## src/rtl/rst_sup_pkg.sv

```systemverilog
// Shared definitions for the reset supervisor: cause bit positions and the
// cause vector type. Assumes the core decodes the cause bits at these fixed
// positions.
package rst_sup_pkg;
    localparam int unsigned CAUSE_W    = 4;
    localparam int unsigned CAUSE_POR  = 0;
    localparam int unsigned CAUSE_PIN  = 1;
    localparam int unsigned CAUSE_LOWV = 2;
    localparam int unsigned CAUSE_WDOG = 3;

    typedef logic [CAUSE_W-1:0] cause_vec_t;

    // Build a cause vector from the individual source flags.
    function automatic cause_vec_t pack_cause(input logic por, input logic pin,
                                              input logic lowv, input logic wdog);
        cause_vec_t v;
        v             = '0;
        v[CAUSE_POR]  = por;
        v[CAUSE_PIN]  = pin;
        v[CAUSE_LOWV] = lowv;
        v[CAUSE_WDOG] = wdog;
        return v;
    endfunction
endpackage

```

## src/rtl/rst_por_delay.sv

```systemverilog
// Power-up hold timer. Counts clocks from the moment supply_ok is seen high
// and raises done after DELAY edges. Assumes rst_n is the supply-good level
// and is sampled synchronously.
module rst_por_delay #(
    parameter int unsigned DELAY = 1250000
) (
    input  logic clk,
    input  logic rst_n,
    output logic done
);
    localparam int unsigned CNT_W = $clog2(DELAY + 1);

    logic [CNT_W-1:0] elapsed;

    assign done = (elapsed == CNT_W'(DELAY));

    // Count up once per clock until the hold time has passed, then stay there.
    always_ff @(posedge clk) begin
        if (!rst_n)
            elapsed <= '0;
        else if (!done)
            elapsed <= elapsed + 1'b1;
    end
endmodule

```

## src/rtl/rst_pin_filter.sv

```systemverilog
// External reset pin filter. Passes the asynchronous pin through a flop chain
// and accepts a reset only after MIN_LOW consecutive low samples. Assumes the
// pin is active low and may glitch freely.
module rst_pin_filter #(
    parameter int unsigned SYNC_STAGES = 2,
    parameter int unsigned MIN_LOW     = 5
) (
    input  logic clk,
    input  logic rst_n,
    input  logic pin_n,
    output logic accept
);
    localparam int unsigned CNT_W = $clog2(MIN_LOW + 1);

    logic [SYNC_STAGES-1:0] sync_q;
    logic [SYNC_STAGES:0]   sync_next;
    logic                   pin_sync_n;
    logic [CNT_W-1:0]       low_run;

    assign sync_next  = {sync_q, pin_n};
    assign pin_sync_n = sync_q[SYNC_STAGES-1];
    assign accept     = (low_run == CNT_W'(MIN_LOW));

    // Move the pin level one stage along the flop chain each clock.
    always_ff @(posedge clk) begin
        if (!rst_n)
            sync_q <= '1;
        else
            sync_q <= sync_next[SYNC_STAGES-1:0];
    end

    // Count consecutive low samples, saturating at the acceptance length.
    always_ff @(posedge clk) begin
        if (!rst_n || pin_sync_n)
            low_run <= '0;
        else if (!accept)
            low_run <= low_run + 1'b1;
    end


    accept_after_low_chk: assert property (@(posedge clk) disable iff (!rst_n)
        $rose(accept) |-> ($past(pin_n, SYNC_STAGES + 1) == 1'b0));
endmodule

```

## src/rtl/rst_watchdog.sv

```systemverilog
// Watchdog with no disable control. While the core runs, it counts clocks
// since the last refresh strobe and starts a bite pulse of PULSE clocks
// after TIMEOUT unrefreshed edges. Assumes src_hold is high while any other
// reset source is active, and core_in_reset mirrors the internal reset.
module rst_watchdog #(
    parameter int unsigned TIMEOUT = 600000,
    parameter int unsigned PULSE   = 16
) (
    input  logic clk,
    input  logic rst_n,
    input  logic src_hold,
    input  logic core_in_reset,
    input  logic kick,
    output logic bite
);
    localparam int unsigned T_W = $clog2(TIMEOUT + 1);
    localparam int unsigned P_W = $clog2(PULSE + 1);

    logic [T_W-1:0] idle_cnt;
    logic [P_W-1:0] pulse_cnt;

    // Run the refresh timeout, then time the bite pulse.
    always_ff @(posedge clk) begin
        if (!rst_n || src_hold) begin
            idle_cnt  <= '0;
            pulse_cnt <= '0;
            bite      <= 1'b0;
        end else if (bite) begin
            if (pulse_cnt == P_W'(PULSE - 1)) begin
                bite      <= 1'b0;
                pulse_cnt <= '0;
            end else begin
                pulse_cnt <= pulse_cnt + 1'b1;
            end
        end else if (core_in_reset || kick) begin
            idle_cnt <= '0;
        end else if (idle_cnt == T_W'(TIMEOUT - 1)) begin
            bite      <= 1'b1;
            pulse_cnt <= '0;
            idle_cnt  <= '0;
        end else begin
            idle_cnt <= idle_cnt + 1'b1;
        end
    end


    no_bite_after_kick_chk: assert property (@(posedge clk) disable iff (!rst_n)
        $rose(bite) |-> !$past(kick));
endmodule

```

## src/rtl/rst_cause_log.sv

```systemverilog
// Sticky reset-cause register. Each bit is set while its source asserts
// reset. A read strobe replaces the register with the sources active on that
// edge. Assumes the core reads it only while it is running.
module rst_cause_log (
    input  logic                    clk,
    input  logic                    rst_n,
    input  rst_sup_pkg::cause_vec_t set_vec,
    input  logic                    rd,
    output rst_sup_pkg::cause_vec_t cause
);
    import rst_sup_pkg::*;

    // Accumulate active sources; a read drops the ones that have gone idle.
    always_ff @(posedge clk) begin
        if (!rst_n)
            cause <= pack_cause(1'b1, 1'b0, 1'b0, 1'b0);
        else if (rd)
            cause <= set_vec;
        else
            cause <= cause | set_vec;
    end
endmodule

```

## src/rtl/reset_supervisor.sv

```systemverilog
// Reset and watchdog supervisor top. Merges the power-up hold, filtered pin,
// low-voltage flag and watchdog into one registered active-low core reset,
// records the causes, and presents the restart address. Assumes supply_ok is
// the block's own synchronous active-low reset.
module reset_supervisor #(
    parameter int unsigned     POR_CYCLES  = 1250000,
    parameter int unsigned     WDT_CYCLES  = 600000,
    parameter int unsigned     WDT_PULSE   = 16,
    parameter int unsigned     PIN_MIN_LOW = 5,
    parameter int unsigned     SYNC_STAGES = 2,
    parameter int unsigned     ADDR_W      = 16,
    parameter logic [ADDR_W-1:0] BOOT_ADDR = 16'h000C
) (
    input  logic                             clk,
    input  logic                             ext_rst_n,
    input  logic                             supply_ok,
    input  logic                             lowv_flag,
    input  logic                             wd_kick,
    input  logic                             cause_rd,
    output logic                             sys_rst_n,
    output logic [rst_sup_pkg::CAUSE_W-1:0]  reset_cause,
    output logic [ADDR_W-1:0]                boot_addr
);
    import rst_sup_pkg::*;

    logic       por_done;
    logic       pin_accept;
    logic       lowv_q;
    logic       bite;
    logic       src_active;
    logic       rst_q;
    cause_vec_t set_vec;

    rst_por_delay #(.DELAY(POR_CYCLES)) u_por (
        .clk   (clk),
        .rst_n (supply_ok),
        .done  (por_done)
    );

    rst_pin_filter #(.SYNC_STAGES(SYNC_STAGES), .MIN_LOW(PIN_MIN_LOW)) u_pin (
        .clk    (clk),
        .rst_n  (supply_ok),
        .pin_n  (ext_rst_n),
        .accept (pin_accept)
    );

    rst_watchdog #(.TIMEOUT(WDT_CYCLES), .PULSE(WDT_PULSE)) u_wdog (
        .clk           (clk),
        .rst_n         (supply_ok),
        .src_hold      (src_active),
        .core_in_reset (!rst_q),
        .kick          (wd_kick),
        .bite          (bite)
    );

    rst_cause_log u_cause (
        .clk     (clk),
        .rst_n   (supply_ok),
        .set_vec (set_vec),
        .rd      (cause_rd),
        .cause   (reset_cause)
    );

    assign src_active = !por_done || pin_accept || lowv_q;
    assign set_vec    = pack_cause(!por_done, pin_accept, lowv_q, bite);
    assign sys_rst_n  = rst_q;
    assign boot_addr  = BOOT_ADDR;

    // Register the low-voltage flag once to keep it off the output path.
    always_ff @(posedge clk) begin
        if (!supply_ok)
            lowv_q <= 1'b0;
        else
            lowv_q <= lowv_flag;
    end

    // Release the core only on an edge where no source is active.
    always_ff @(posedge clk) begin
        if (!supply_ok)
            rst_q <= 1'b0;
        else
            rst_q <= !(src_active || bite);
    end


    lowv_fast_chk: assert property (@(posedge clk) disable iff (!supply_ok)
        lowv_flag |-> ##2 !sys_rst_n);


    run_after_por_chk: assert property (@(posedge clk) disable iff (!supply_ok)
        sys_rst_n |-> por_done);


    cause_on_reset_chk: assert property (@(posedge clk) disable iff (!supply_ok)
        $fell(sys_rst_n) |-> (reset_cause != '0));
endmodule

```

## config.mk

```make
export PLATFORM = sky130hd
export DESIGN_NAME = reset_supervisor
export DESIGN_NICKNAME = d
export VERILOG_FILES = /design/src/rtl/rst_sup_pkg.sv /design/src/rtl/rst_por_delay.sv /design/src/rtl/rst_pin_filter.sv /design/src/rtl/rst_watchdog.sv /design/src/rtl/rst_cause_log.sv /design/src/rtl/reset_supervisor.sv
export SDC_FILE = /design/constraint.sdc
export NUM_CORES = 1
export LEC_CHECK = 0
export ABC_AREA = 1
export ABC_CLOCK_PERIOD_IN_PS = 5500
export BUFFER_PORTS_ARGS = -buffer_cell sky130_fd_sc_hd__buf_2
export CAP_MARGIN = 20
export CORE_MARGIN = 3
export CORE_UTILIZATION = 45
export DETAILED_ROUTE_END_ITERATION = 6
export PLACE_DENSITY = 0.64
export SLEW_MARGIN = 5
export SYNTH_ARGS = -nofsm -noshare
export SYNTH_HDL_FRONTEND = slang
export SYNTH_HIERARCHICAL = 1
export SYNTH_SLANG_ARGS = --single-unit
```

## constraint.sdc

```tcl
create_clock -name clk -period 5.5 [get_ports clk]
set_input_delay 0.275 -clock clk [delete_from_list [all_inputs] [get_ports clk]]
set_output_delay 0.275 -clock clk [all_outputs]
set_load 0.01 [all_outputs]
```

==> flow_metrics.tcl <==
set metrics [dict create \
    clock-sinks 58 \
    max_freq_mhz 431 \
    rsz0062_at_grt "false" \
    switching_share_pct 21.2 \
    post_cts_buffers 0 \
    clock_path_buffers 2 \
    syn_area_sq_um 3230 \
    worstHoldStart "ext_rst_n" \
    ff2ff_setup_slack_ns 3.18 \
    ys_warn_count 6 \
    grt_max_degree 25 \
    grt_pass1_vias 2360 \
    ff2ff_path_depth 12 \
    avgViaCountPerCell 4.67 \
    path_clk_slew_ns 0.06 \
    yosysSeqAreaShare_pct 36.0 \
    wirelength_um 6030 \
    cts_tree "yes" \
    clockRootBuffer "clkbuf_8" \
    p_int_w 0.000675 \
    drcViolationCount 0 \
    rows 30 \
    drv_slew 0 \
    powerDensity_nw_per_um2 245 \
    nFillCells 710 \
    clock_skew_ns 0.0111 \
    grt_pass1_wl_um 10400 \
    cts_resized 0 \
    synth.distinct_cells 37 \
    p_sw_w 0.000181 \
    tightest_slew_ns 0.570 \
    hold_viol 0 \
    crit_path_start "u_por/elapsed[0]$_SDFFE_PN0P_" \
    dr.pass1.iters 4 \
    r2r-end "u_wdog/pulse_cnt[0]$_SDFFE_PP0P_" \
    min_to "u_pin/sync_q[0]$_SDFF_PN1_" \
    crit-reg2reg-launch "u_por/elapsed[0]$_SDFFE_PN0P_" \
    multiInputGateArea_sq_um 1720 \
    ys_seq_elements 58 \
    critPathMaxFanout 7 \
    track_usage_pct 15.5 \
    holdPathStages 2 \
    drive_gt1_share_pct 17.2 \
    die_x_um 90.7 \
    drtIter0Drc 118 \
    portBuffers 10 \
    pwr-share-seq_pct 49.9 \
    die_area_sq_um 8230 \
    die_y_um 90.7 \
    crit_required_ns 5.78 \
    fin_crit_ns 2.32 \
    worst_setup_path_start_kind "flop" \
    cts-buffers-inserted 9 \
    wl_per_cell_um 10.6 \
    area_growth_pct 7.94 \
    pwr-share-clk_pct 47.2 \
    place_inst 553 \
    grt-ovfl-total 0 \
    path_class "reg -> reg" \
    setup_viol 0 \
    h-tree-depth 3 \
    combPwrFrac_pct 2.9 \
    regArea_sq_um 1160 \
    dp.final_hpwl_um 4450 \
    peakVddDrop_v 0.000146 \
    status "completed" \
    num_vias 2653 \
    drt.antenna.violating_nets 0 \
    power_leakage_nw 1.34 \
    arrival_ns 2.60 \
    period_share_pct 42.1 \
    core-area_sq_um 6870 \
    antennaDiodeCount 0 \
    final_nets 480 \
    start_util_pct 47.0 \
    antenna_found_initial 0 \
    min_path_type "in -> reg" \
    io_pins 27 \
    relSlewSlack_pct 61.9 \
    gp_congestion 0.824 \
    syn_avg_cell_area_sq_um 7.10 \
    maxCapViolCount 0 \
    cts-hold-fix-buffers 0 \
    final_cells 568 \
    clkLatencyLatePin_ns 0.33 \
    critPathCaptureType "flop" \
    setup_tns_ns 0 \
    synthCells 455 \
]
==> worst max-delay path: stages, from the launching register on <==
cell and delay, ns:
dfxtp_1 0.34, inv_1 0.08, ha_1 0.16, nand2_1 0.05, inv_1 0.05, nand2_1 0.05
nor4_1 0.43, nand3_2 0.15, nor2_1 0.48, inv_1 0.19, a21oi_1 0.16, nand2_1 0.07
inv_1 0.04
==> layout make-up <==
type	count	area share [%]
Sequential cell	58	33.3
Clock inverter	2	1.01
Tap cell	96	3.45
Clock buffer	13	4.85
Inverter	61	6.64
Multi-Input combinational cell	328	49.3
Timing Repair Buffer	10	1.44
==> per-layer routing <==
| metal | GRT usage [%] | vias to the layer above | routed length [um] |
|---|---|---|---|
| met3 | 3.50 | 10 | 192 |
| li1 | - | 1420 | - |
| met1 | 20.4 | 1185 | 3040 |
| met2 | 23.8 | 38 | 2700 |
| met4 | 7.53 | 0 | 95 |
| met5 | 0 | - | 0 |
==> cell usage after synthesis (all sizes together) <==
| cell | n | area share [%] |
|---|---|---|
| a21oi | 25 | 3.9 |
| or2 | 3 | 0.58 |
| nand3b | 1 | 0.35 |
| nor2 | 92 | 14 |
| nand3 | 35 | 6.0 |
| nor3b | 2 | 0.62 |
| o22ai | 1 | 0.19 |
| ha | 6 | 2.3 |
| buf | 21 | 5.2 |
| nor3 | 7 | 1.2 |
| xnor2 | 3 | 0.81 |
| conb | 2 | 0.23 |
| o211a | 1 | 0.31 |
| o21ai | 14 | 2.2 |
| clkbuf | 1 | 0.12 |
| dfxtp | 58 | 36 |
| inv | 61 | 7.2 |
| nor4 | 1 | 0.19 |
| nand4 | 12 | 2.3 |
| xor2 | 12 | 3.3 |
| nand2 | 96 | 12 |
| mux2i | 1 | 0.31 |
==> power groups by stage <==
stage          Clock (W)  Combinational (W)  Sequential (W)
2_1_floorplan          0          0.0000274        0.000436
3_3_place_gp           0          0.0000240        0.000436
3_5_place_dp           0          0.0000243        0.000436
4_1_cts         0.000418          0.0000244        0.000427
5_1_grt         0.000435          0.0000279        0.000427
6_report        0.000404          0.0000244        0.000427
==> state kept, by name, indices dropped and copies added, names as in the netlist <==
signal	flops
u_wdog/idle_cnt	20
u_pin/low_run	3
u_wdog/pulse_cnt	5
u_wdog/bite	1
sys_rst_n	1
lowv_q	1
u_pin/sync_q	2
u_por/elapsed	21
u_cause/cause	4
==> cells in the final DEF, fill, tap and decap left out, types with 16 or more instances in the layout <==
master	synthesis	routed
nand3_1	31	31
nor2_2	24	24
a21oi_1	25	25
inv_1	54	54
nor2_1	61	61
nand2_1	85	85
dfxtp_1	58	58
conb_1	2	16
==> how the worst max path moves through the flow <==
stage                                             to  slack [ns]  cells past startpoint
floorplan           u_wdog/pulse_cnt[0]$_SDFFE_PP0P_        3.51                     12
global placement    u_wdog/pulse_cnt[0]$_SDFFE_PP0P_        3.31                     12
detailed placement  u_wdog/pulse_cnt[0]$_SDFFE_PP0P_        3.20                     12
CTS                 u_wdog/pulse_cnt[0]$_SDFFE_PP0P_        3.18                     12
global route        u_wdog/pulse_cnt[0]$_SDFFE_PP0P_        2.88                     12
finish              u_wdog/pulse_cnt[0]$_SDFFE_PP0P_        3.18                     12
==> cell families after synthesis <==
kind of cell               after synthesis  share of synthesized area (%)
buffers and inverters                   83                           12.4
and+or+nand+nor                        249                           38.1
DFF                                     58                           36.0
adders and majority gates                6                           2.32
muxes                                    1                          0.310
xor gates and xnor gates                15                           4.07
other                                    2                          0.233
AOI/OAI and AO/OA                       41                           6.55
==> stage by stage <==
step                util, %  worst slack, ns  instance area [sq um]  hold slack (ns)  total power (W)
floorplan                 -             3.51                   3280            0.344         0.000463
global placement       47.8             3.31                   3280            0.400         0.000460
detailed placement     47.8             3.20                   3280            0.400         0.000461
CTS                    50.7             3.18                   3490            0.105         0.000869
global route           50.7             2.88                   3490            0.121         0.000890
finish                 50.7             3.18                   3490            0.127         0.000855
Power figures use the tool's default switching activity.
